<file path="src/rtl/brk_pkg.sv">
package brk_pkg;
  typedef struct packed {
    logic [1:0] kind;
    logic [1:0] dir;
    logic [1:0] size;
  } brk_ctrl_t;

  localparam logic [1:0] SZ_ANY  = 2'b00;
  localparam logic [1:0] SZ_BYTE = 2'b01;
  localparam logic [1:0] SZ_WORD = 2'b10;

  localparam logic [1:0] SEL_CTRL = 2'd0;
  localparam logic [1:0] SEL_CMP  = 2'd1;
  localparam logic [1:0] SEL_MASK = 2'd2;
  localparam logic [1:0] SEL_CLR  = 2'd3;

  localparam int CTRL_W = $bits(brk_ctrl_t);
endpackage

</file>
<file path="src/rtl/brk_cond_match.sv">
module brk_cond_match
  import brk_pkg::*;
(
  input  brk_ctrl_t  ctrl,
  input  logic       ifetch,
  input  logic       write,
  input  logic [1:0] size,
  output logic       cond_ok
);
  logic       kind_ok;
  logic       dir_ok;
  logic [1:0] eff_size;
  logic       size_ok;

  always_comb begin
    kind_ok  = ifetch ? ctrl.kind[0] : ctrl.kind[1];
    dir_ok   = write  ? ctrl.dir[1]  : ctrl.dir[0];
    eff_size = ifetch ? SZ_WORD : size;
    size_ok  = (ctrl.size == SZ_ANY) || (ctrl.size == eff_size);
    cond_ok  = kind_ok && dir_ok && size_ok;
  end
endmodule

</file>
<file path="src/rtl/brk_addr_cmp.sv">
module brk_addr_cmp #(
  parameter int AW = 32
) (
  input  logic [AW-1:0] addr,
  input  logic [AW-1:0] cmp,
  input  logic [AW-1:0] mask,
  output logic          addr_ok
);
  logic [AW-1:0] bit_ok;

  for (genvar i = 0; i < AW; i++) begin : g_bit
    assign bit_ok[i] = mask[i] || (addr[i] == cmp[i]);
  end

  assign addr_ok = &bit_ok;
endmodule

</file>
<file path="src/rtl/brk_flag_reg.sv">
module brk_flag_reg (
  input  logic clk,
  input  logic rst_n,
  input  logic hit,
  input  logic clr,
  output logic flag
);
  logic flag_q;
  logic flag_d;
  logic flag_en;

  always_comb begin
    flag_en = hit || clr;
    flag_d  = hit ? 1'b1 : 1'b0;
  end

  always_ff @(posedge clk or negedge rst_n) begin
    if (!rst_n)       flag_q <= 1'b0;
    else if (flag_en) flag_q <= flag_d;
  end

  assign flag = flag_q;

  p_set_after_hit_r7: assert property (@(posedge clk) disable iff (!rst_n)
    hit |=> flag);
  p_hold_r8: assert property (@(posedge clk) disable iff (!rst_n)
    (flag && !clr) |=> flag);
  p_clear_r8: assert property (@(posedge clk) disable iff (!rst_n)
    (flag && clr && !hit) |=> !flag);
  p_rise_cause_r7: assert property (@(posedge clk) disable iff (!rst_n)
    $rose(flag) |-> $past(hit));
endmodule

</file>
<file path="src/rtl/bus_brk_matcher.sv">
module bus_brk_matcher
  import brk_pkg::*;
#(
  parameter int AW = 32
) (
  input  logic          clk,
  input  logic          rst_n,
  input  logic          cyc_vld,
  input  logic [AW-1:0] cyc_addr,
  input  logic          cyc_ifetch,
  input  logic          cyc_write,
  input  logic [1:0]    cyc_size,
  input  logic          cfg_we,
  input  logic [1:0]    cfg_sel,
  input  logic [AW-1:0] cfg_wdata,
  output logic          brk_flag,
  output logic          brk_irq
);
  logic [1:0] rst_sync_q;
  logic       rst_n_int;

  always_ff @(posedge clk or negedge rst_n) begin
    if (!rst_n) rst_sync_q <= 2'b00;
    else        rst_sync_q <= {rst_sync_q[0], 1'b1};
  end
  assign rst_n_int = rst_sync_q[1];

  brk_ctrl_t     ctrl_q,  ctrl_d;
  logic [AW-1:0] cmp_q,   cmp_d;
  logic [AW-1:0] mask_q,  mask_d;
  logic          ctrl_en, cmp_en, mask_en, clr;

  always_comb begin
    ctrl_en = cfg_we && (cfg_sel == SEL_CTRL);
    cmp_en  = cfg_we && (cfg_sel == SEL_CMP);
    mask_en = cfg_we && (cfg_sel == SEL_MASK);
    clr     = cfg_we && (cfg_sel == SEL_CLR) && cfg_wdata[0];
    ctrl_d  = brk_ctrl_t'(cfg_wdata[CTRL_W-1:0]);
    cmp_d   = cfg_wdata;
    mask_d  = cfg_wdata;
  end

  always_ff @(posedge clk or negedge rst_n_int) begin
    if (!rst_n_int) begin
      ctrl_q <= '0;
      cmp_q  <= '0;
      mask_q <= '0;
    end else begin
      if (ctrl_en) ctrl_q <= ctrl_d;
      if (cmp_en)  cmp_q  <= cmp_d;
      if (mask_en) mask_q <= mask_d;
    end
  end

  logic cond_ok, addr_ok, hit;

  brk_cond_match u_cond (
    .ctrl    (ctrl_q),
    .ifetch  (cyc_ifetch),
    .write   (cyc_write),
    .size    (cyc_size),
    .cond_ok (cond_ok)
  );

  brk_addr_cmp #(.AW(AW)) u_addr (
    .addr    (cyc_addr),
    .cmp     (cmp_q),
    .mask    (mask_q),
    .addr_ok (addr_ok)
  );

  assign hit = cyc_vld && cond_ok && addr_ok;

  brk_flag_reg u_flag (
    .clk   (clk),
    .rst_n (rst_n_int),
    .hit   (hit),
    .clr   (clr),
    .flag  (brk_flag)
  );

  assign brk_irq = brk_flag;

  p_idle_no_rise_r7: assert property (@(posedge clk) disable iff (!rst_n_int)
    !cyc_vld |=> !$rose(brk_flag));
  p_kind_off_r2: assert property (@(posedge clk) disable iff (!rst_n_int)
    (cyc_vld && ctrl_q.kind == 2'b00) |=> !$rose(brk_flag));
  p_dir_off_r3: assert property (@(posedge clk) disable iff (!rst_n_int)
    (cyc_vld && ctrl_q.dir == 2'b00) |=> !$rose(brk_flag));
  p_fetch_byte_r5: assert property (@(posedge clk) disable iff (!rst_n_int)
    (cyc_vld && cyc_ifetch && ctrl_q.size == SZ_BYTE) |=> !$rose(brk_flag));
  p_cfg_keeps_flag_r11: assert property (@(posedge clk) disable iff (!rst_n_int)
    (brk_flag && cfg_we && cfg_sel != SEL_CLR) |=> brk_flag);
endmodule

</file>
<file path="config.mk">
export PLATFORM = sky130hd
export DESIGN_NAME = bus_brk_matcher
export DESIGN_NICKNAME = d
export VERILOG_FILES = /design/src/rtl/brk_pkg.sv /design/src/rtl/brk_cond_match.sv /design/src/rtl/brk_addr_cmp.sv /design/src/rtl/brk_flag_reg.sv /design/src/rtl/bus_brk_matcher.sv
export SDC_FILE = /design/constraint.sdc
export NUM_CORES = 1
export LEC_CHECK = 0
export ABC_AREA = 1
export BUFFER_PORTS_ARGS = -buffer_cell sky130_fd_sc_hd__buf_4
export CORE_ASPECT_RATIO = 1.1
export CORE_MARGIN = 10
export CORE_UTILIZATION = 55
export CTS_CLUSTER_DIAMETER = 80
export DETAILED_ROUTE_END_ITERATION = 16
export PLACE_DENSITY = 0.87
export SYNTH_ARGS = -nofsm -noshare
export SYNTH_HDL_FRONTEND = slang
export SYNTH_SLANG_ARGS = --single-unit
</file>
<file path="constraint.sdc">
create_clock -name clk -period 2.4 [get_ports clk]
set_input_delay 0.12 -clock clk [delete_from_list [all_inputs] [get_ports clk]]
set_output_delay 0.12 -clock clk [all_outputs]
set_load 0.005 [all_outputs]
</file>
* Word level (Yosys, flattened, before mapping)
Index checks and enable logic that the tools add are counted.
Operators by class: equal/unequal tests 36, mux-type cells 4, reduce and logical (&&, ||, !) cells 46
Operators with widths (number):
- 1-bit logical OR | 34
- 1-bit equality test | 32
- 32-bit AND reduction | 1
- 1-bit logical AND | 9
- 2-bit equality test, second input constant | 2
- 2-bit zero test | 2
- 1-bit 2-to-1 mux | 3
- 2-bit by 1-bit equality test with 1-bit output, second input constant | 1
- 2-bit equality test | 1
- 2-bit 2-to-1 mux | 1
Storage, ports and cells: register bits 73, bits of input ports 74, output and inout port bits 2

* Longest topological paths before layout
Gate-level depths: netlist (run 1).
word-level depth 7, mapped depth 10, gate-level depth less buffers 10

* Cells and area by module
From an unflattened synthesis (run 1), not the netlist that was laid out.
Second synthesis, totals: cell total of the unflattened synthesis 552, area total of the unflattened synthesis 3943.8 µm²
Modules (own cells, without submodules):
- bus_brk_matcher | instances 1, cells an instance 322, area an instance 3020.4 µm², sequential area each 1801.7 µm²
- brk_addr_cmp | instances 1, cells an instance 205, area an instance 803.3 µm², sequential area each 0.0 µm²
- brk_cond_match | instances 1, cells an instance 20, area an instance 80.1 µm², sequential area each 0.0 µm²
- brk_flag_reg | instances 1, cells an instance 5, area an instance 40.0 µm², sequential area each 25.0 µm²

* Worst setup path before layout (run 1)
OpenSTA, ideal clock, no wires.
path type reg2reg, start register cmp_q[1], end register u_flag.flag_q (netlist: u_flag.flag), data arrival time 983 ps, data required time 2335 ps, slack 1352 ps, cell stages (with the launch flop) 9, clock period less this slack 1048 ps, path through dfrtp_1 > or2_0 > nand2_1 > nand2_1 > nor2_1 > nand2_1 > nor2_2 > nand3_1 > nand2_1
On the way: longest elaborated chain between the ends 5, elaborated cells between the ends (all ways) 6, those cells by class eq/ne: 1; mux: 1; reduce/logical: 4
RTL lines:
- start: declaration | RTL line bus_brk_matcher.sv:29 | logic [AW-1:0] cmp_q, cmp_d;
- start signal: assignment | RTL line bus_brk_matcher.sv:50 | if (cmp_en) cmp_q <= cmp_d;
- 1-bit equality test (*) | RTL line brk_addr_cmp.sv:12 | assign bit_ok[i] = mask[i] || (addr[i] == cmp[i]);
- 1-bit logical OR (*) | RTL line brk_addr_cmp.sv:12
- 32-bit AND reduction (*) | RTL line brk_addr_cmp.sv:15 | assign addr_ok = &bit_ok;
- 1-bit logical AND (*) | RTL line bus_brk_matcher.sv:72 | assign hit = cyc_vld && cond_ok && addr_ok;
- 1-bit 2-to-1 mux or 1-bit logical OR (tied branches) | RTL line brk_flag_reg.sv:14, brk_flag_reg.sv:13
- end signal: assignment | RTL line brk_flag_reg.sv:19 | else if (flag_en) flag_q <= flag_d;
- end: declaration | RTL line brk_flag_reg.sv:8 | logic flag_q;
Mark *: on every way between the ends. The rest lies on a longest branch, timed or not. A chain may end at the register's enable or synchronous reset.

* Final worst setup path (run 1)
start register cmp_q[11], end register u_flag.flag_q (netlist: u_flag.flag)
Same word-level chain as after synthesis.

==> results of run 1 <==
==> worst max-delay path, cell delays in order, from the launching register on <==
cell and delay, ns:
dfrtp_1 0.40, or2_0 0.22, nand2_1 0.07, nand2_1 0.06
nor2_1 0.14, nand2_1 0.08, nor2_2 0.07, nand3_1 0.10
nand2_1 0.07
==> synthesized netlist by cell type <==
library cell / number
inv_1: 104
buf_2: 1
nand2_1: 156
o21ai_1: 13
nand3b_1: 13
dfrtp_1: 73
nand3_1: 15
conb_1: 1
nand3_4: 2
o21ai_2: 57
nor2_1: 14
o21bai_1: 1
buf_4: 2
buf_6: 11
o21ai_0: 4
or2_0: 3
a21oi_1: 4
nand4_1: 2
nor2_2: 1
==> how the worst max path moves through the flow <==
stage                        startpoint     endpoint  slack [ns]  depth (start not counted)
final                         cmp_q[11]  u_flag.flag        1.14                          8
after global routing         cfg_sel[1]    cmp_q[12]        1.05                          6
after CTS                     cmp_q[11]  u_flag.flag        1.13                          8
after detailed placement     cfg_sel[1]    cmp_q[12]        0.80                          6
after global placement       cfg_sel[1]    cmp_q[12]        0.83                          6
after floorplan           rst_sync_q[1]     cmp_q[0]        0.22                          0
==> sequential cells by signal, indices dropped and copies added, names as in the netlist <==
register,cells
mask_q,32
ctrl_q,6
u_flag.flag,1
rst_sync_q,2
cmp_q,32
==> layout make-up <==
| type | count | area, um^2 |
|---|---|---|
| multi-input cells | 286 | 1500 |
| repair buffers | 78 | 601 |
| flip-flops and latches | 73 | 1830 |
| clock inverters | 5 | 103 |
| well taps | 82 | 103 |
| inverters | 104 | 390 |
| clock buffers | 11 | 141 |
| fillers | 551 | 2050 |
==> stage by stage <==
stage / area (um^2) / power [uW] / worst slack, ns / util (%) / hold slack, ns
floorplan: 3860 / 2020 / 0.217 / - / -0.176
global placement: 4410 / 2190 / 0.832 / 65.7 / -0.0976
detailed placement: 4410 / 2240 / 0.803 / 65.7 / -0.0960
CTS: 4660 / 3410 / 1.13 / 69.5 / 0.0392
global route: 4660 / 3580 / 1.05 / 69.5 / 0.0503
finish: 4660 / 3390 / 1.14 / 69.5 / 0.0455
==> logic make-up after synthesis <==
| logic type | after synthesis |
|---|---|
| other | 1 |
| AOI/OAI and AO/OA | 79 |
| buffers and inverters | 118 |
| DFF | 73 |
| and+or+nand+nor | 206 |
==> layout by cell type, fill, tap and decap left out <==
| cell type | netlist | final |
|---|---|---|
| or2_0 | 3 | 3 |
| nand2_1 | 156 | 156 |
| nand4_1 | 2 | 2 |
| dfrtp_1 | 73 | 72 |
| nor2_2 | 1 | 1 |
| o21ai_0 | 4 | 4 |
| buf_12 | 0 | 1 |
| clkbuf_1 | 0 | 1 |
| bufinv_16 | 0 | 3 |
| buf_4 | 2 | 76 |
| nand3_1 | 15 | 15 |
| a21oi_1 | 4 | 4 |
| conb_1 | 1 | 1 |
| clkinv_2 | 0 | 1 |
| o21bai_1 | 1 | 1 |
| o21ai_1 | 13 | 13 |
| inv_1 | 104 | 104 |
| nor2_1 | 14 | 14 |
| nand3b_1 | 13 | 13 |
| clkinvlp_4 | 0 | 1 |
| nand3_4 | 2 | 2 |
| dfrtp_2 | 0 | 1 |
| clkbuf_8 | 0 | 10 |
| dlygate4sd3_1 | 0 | 1 |
| o21ai_2 | 57 | 57 |
==> per-layer routing <==
layer | wire length (um) | up-vias | track usage [%]
met5 | 0 | - | 0
met4 | 227 | 0 | 8.20
met3 | 345 | 18 | 3.66
met2 | 4620 | 57 | 29.9
met1 | 3360 | 1443 | 17.5
li1 | - | 1599 | -
==> power breakdown <==
group | switching (uW) | leakage (uW) | internal, uW
combinational | 358 | 0.00156 | 311
clock | 452 | 0.000120 | 718
sequential | 130 | 0.000910 | 1420
total | 940 | 0.00258 | 2450
==> metrics.txt, run 1 <==
outcome=finished clean; Yosys warning count=0; final cycle utilization of the critical path=52.5%; largest net degree at the start of global routing=65; Startpoint Class=flop; largest area contributor in the netlist=dfrtp_1; total gr overflow=0; CP Data Required Time=2.69 ns; RSZ-0062 raised after global routing=false; initial antenna violation count=0; post-synthesis compound-gate area fraction=15.9%; simple-gate portion of the synthesized area=22.9%; Final Max Tran Viols=0; vias in the first global route=3,337; die area=10,800 um^2; drt first pass iters=4; top cell type's share of synthesized area=47.3%; hold crit path type=input port to flop; Die Wd=99.9 um; Setup CP Type=flop to flop; input/output buffers=75; total CTS buffers=9; skew final=0.00597 ns; Area contributors post-synth=dfrtp_1 (47%), nand2_1 (15%), o21ai_2 (13%), inv_1 (10%), buf_6 (3.2%); Final min period=1.26 ns; Fin. Hold Viols=0; TritonCTS clock tree=built; leakage power=0.00258 uW; Seq/Total Area, Yosys=47.3%; worst-case clock buffer depth=2; H-tree depth=3; CP max FO=3; Iter 0 DRT Violations=131; critical hold path startpoint=cfg_wdata[17]; largest family of logic cells by synthesized area=simple AND/OR/NAND/NOR gates; CP arrival=1.55 ns; via count=3,117; IR drop worst, VDD=471 uV; mux cell area share after synthesis=0%; setup TNS=0 ns; synthesized cell area=3860 um^2; I/O pin total=76; max-cap viol count=0; clock tree sinks=73; Syn Area/Cell=8.09 um^2; XOR/XNOR Fraction of Synth Area=0%; Worst-Skew Late Latency=0.34 ns; Initial Util=57.5%; R2R setup slack=1.14 ns; Die Y-Extent=108 um; Hold Path Cell Cnt=3; CP Capture Type=flop; Final setup viols=0; Layout Nets=626; # Post-CTS Setup Buffers=0; hold-fix buffers at CTS=1; area share of fa/ha/maj cells after synthesis=0%; Synth Instances=477; Layout Cells excl Fill=639; Post-DRT Antenna Nets=0; max_slew headroom=38.6%; total global-route track usage=16.5%; Synth cell types=19; Area growth, synth to finish=20.8%; # diodes=0; Routed WL per cell=13.4 um; pwr dens=726 nW/um^2; Core ar.=6710 um^2; Root Buffer=clkbuf_8; Synthesized Nets=551; placed insts=622; r2r worst-path depth=8; RR Startpoint=cmp_q[11]; first-pass GRT wire length=14,500 um; clock transition at the registers of the reported paths=0.08 ns; final wirelength=8550 um; row count=31; DRC Markers=0; Max Freq=0.794 GHz; Final HPWL DP=6290 um; layout cell share with drive strength beyond 1=27.5%; r2r endpoint=u_flag.flag; #FFs+latches synth=73; worst slew pin tran=0.921 ns; CTS resizes=0; Hold Path End=mask_q[17]; vias per inst=4.88; Final Wtd Congestion=0.775
Note: power is estimated with default switching activity, not from simulation.
==> run 2, diff against run 1 <==
clock period = 1.3 ns   (was 2.4 ns; I/O delays follow)
==> run 2 against run 1 <==
Cell area rose by 1.1%; via count rose by 0.32%; global-route usage fell by 0.24 points; count of clock-buffer cells in the layout rose by 2; largest cell class unchanged; highest routed layer unchanged; first-iteration DRC count rose by 29%; sequential share of layout area fell by 0.44 points; total power rose by 68%.
==> metrics.txt, run 2 (synthesis results as in run 1) <==
Final Max Tran Viols=0 (unchanged); DRC Markers=0 (unchanged); first-pass GRT wire length=14,200 um (was 14,500 um); CP Data Required Time=1.57 ns (was 2.69 ns); Area growth, synth to finish=22.2% (was 20.8%); Core ar.=6710 um^2 (unchanged); drt first pass iters=4 (unchanged); Hold Path End=mask_q[17] (unchanged); H-tree depth=3 (unchanged); largest net degree at the start of global routing=72 (was 65); # Post-CTS Setup Buffers=0 (unchanged); Root Buffer=clkbuf_8 (unchanged); vias per inst=4.83 (was 4.88); Worst-Skew Late Latency=0.34 ns (about the same); clock transition at the registers of the reported paths=0.07 ns (was 0.08 ns); die area=10,800 um^2 (unchanged); Startpoint Class=flop (unchanged); final wirelength=8470 um (was 8550 um); TritonCTS clock tree=built (unchanged); Final min period=1.18 ns (was 1.26 ns); placed insts=625 (was 622); outcome=finished clean (unchanged); Initial Util=57.5% (unchanged); total global-route track usage=16.3% (was 16.5%); critical hold path startpoint=cfg_wdata[17] (unchanged); Fin. Hold Viols=0 (unchanged); RR Startpoint=cmp_q[1] (was cmp_q[11]); Final HPWL DP=6400 um (was 6290 um); Layout Nets=634 (was 626); Routed WL per cell=13.1 um (was 13.4 um); CTS resizes=0 (unchanged); IR drop worst, VDD=736 uV (was 471 uV); via count=3,127 (was 3,117); r2r endpoint=u_flag.flag (unchanged); Setup CP Type=flop to flop (unchanged); Max Freq=0.844 GHz (was 0.794 GHz); Post-DRT Antenna Nets=0 (unchanged); setup TNS=0 ns (unchanged); total CTS buffers=9 (unchanged); Die Y-Extent=108 um (unchanged); row count=31 (unchanged); worst-case clock buffer depth=2 (unchanged); layout cell share with drive strength beyond 1=27.4% (was 27.5%); Final setup viols=0 (unchanged); CP arrival=1.46 ns (was 1.55 ns); vias in the first global route=3,151 (was 3,337); I/O pin total=76 (unchanged); R2R setup slack=0.12 ns (was 1.14 ns); CP max FO=3 (unchanged); clock tree sinks=73 (unchanged); total gr overflow=0 (unchanged); Layout Cells excl Fill=647 (was 639); skew final=0.00595 ns (was 0.00597 ns); Top Registers=cmp_q (32), mask_q (32), ctrl_q (6) (unchanged); pwr dens=1200 nW/um^2 (was 726 nW/um^2); most common cell after layout, fill and taps aside=nand2_1 (unchanged); CP Capture Type=flop (unchanged); hold crit path type=input port to flop (unchanged); # diodes=0 (unchanged); max-cap viol count=0 (unchanged); initial antenna violation count=0 (unchanged); input/output buffers=75 (unchanged); Hold Path Cell Cnt=3 (unchanged); Die Wd=99.9 um (unchanged); Iter 0 DRT Violations=169 (was 131); commonest cells after routing, fill and taps aside=nand2_1 (156), inv_1 (104), buf_4 (75) (was nand2_1 (156), inv_1 (104), buf_4 (76)); leakage power=0.00262 uW (was 0.00258 uW); final cycle utilization of the critical path=91.1% (was 52.5%); Final Wtd Congestion=0.815 (was 0.775); r2r worst-path depth=8 (unchanged); RSZ-0062 raised after global routing=false (unchanged)
-- run 2: cell count changes in the layout (fill, tap and decap cells not counted), moves of 2 or more --
| cell | change |
|---|---|
| dlygate4sd3_1 | +5 |
| buf_12 | +4 |
| clkinv_2 | +2 |
| bufinv_16 | -3 |
-- run 2: worst max-delay path by stage --
| stage | endpoint | start | depth (start not counted) |
|---|---|---|---|
| after floorplan | cmp_q[0] | rst_sync_q[1] | 0 |
| after global placement | u_flag.flag | cmp_q[1] | 8 |
| after detailed placement | u_flag.flag | cmp_q[1] | 8 |
| after CTS | u_flag.flag | cmp_q[1] | 8 |
| after global routing | u_flag.flag | cmp_q[5] | 7 |
| final | u_flag.flag | cmp_q[1] | 8 |
-- run 2: stage by stage --
stage / utilization [%] / setup WS [ns] / hold WS [ns] / total power (uW) / cell area [um^2]
CTS: 70.3 / 0.105 / 0.000270 / 5740 / 4720
detailed placement: 66.8 / 0.119 / -0.151 / 4150 / 4480
finish: 70.3 / 0.115 / 0.00711 / 5680 / 4720
global placement: 66.8 / 0.171 / -0.152 / 4070 / 4480
global route: 70.3 / 0.00549 / 0.0000155 / 6050 / 4720
floorplan: - / 0.0569 / -0.231 / 3730 / 3860
-- run 2: area by class of cell --
type	count	area [um^2]
clock inverter	3	15.0
timing repair buffer	86	723
tap	82	103
fill	547	1990
sequential	73	1830
multi-input combinational	286	1500
inverter	104	390
clock buffer	13	159
-- run 2: where the power goes --
group          switching [uW]  leakage [uW]  total, uW  internal, uW
sequential                216      0.000910       2840          2620
combinational             668       0.00161       1270           600
clock                     788     0.0000932       1580           790
total                    1670       0.00262       5680          4010
-- run 2: worst max-delay path, stage by stage, from the launching register on --
cell and delay, ns:
dfrtp_1 0.39, or2_0 0.23, nand2_1 0.07, nand2_1 0.05
nor2_1 0.11, nand2_1 0.07, nor2_2 0.07, nand3_1 0.07
nand2_1 0.07
-- run 2: timing repair --
item,in CTS,in global routing
hold buffers,6,0
hold endpoints to repair,8,0
endpoints found under the setup margin,0,1
-- run 2: routing by layer --
| metal | global-route usage [%] | share of wire [%] | vias to the layer above |
|---|---|---|---|
| li1 | - | - | 1613 |
| met1 | 17.8 | 39 | 1446 |
| met2 | 29.0 | 54 | 58 |
| met3 | 4.17 | 5.0 | 10 |
| met4 | 6.76 | 1.7 | 0 |
| met5 | 0 | 0 | - |
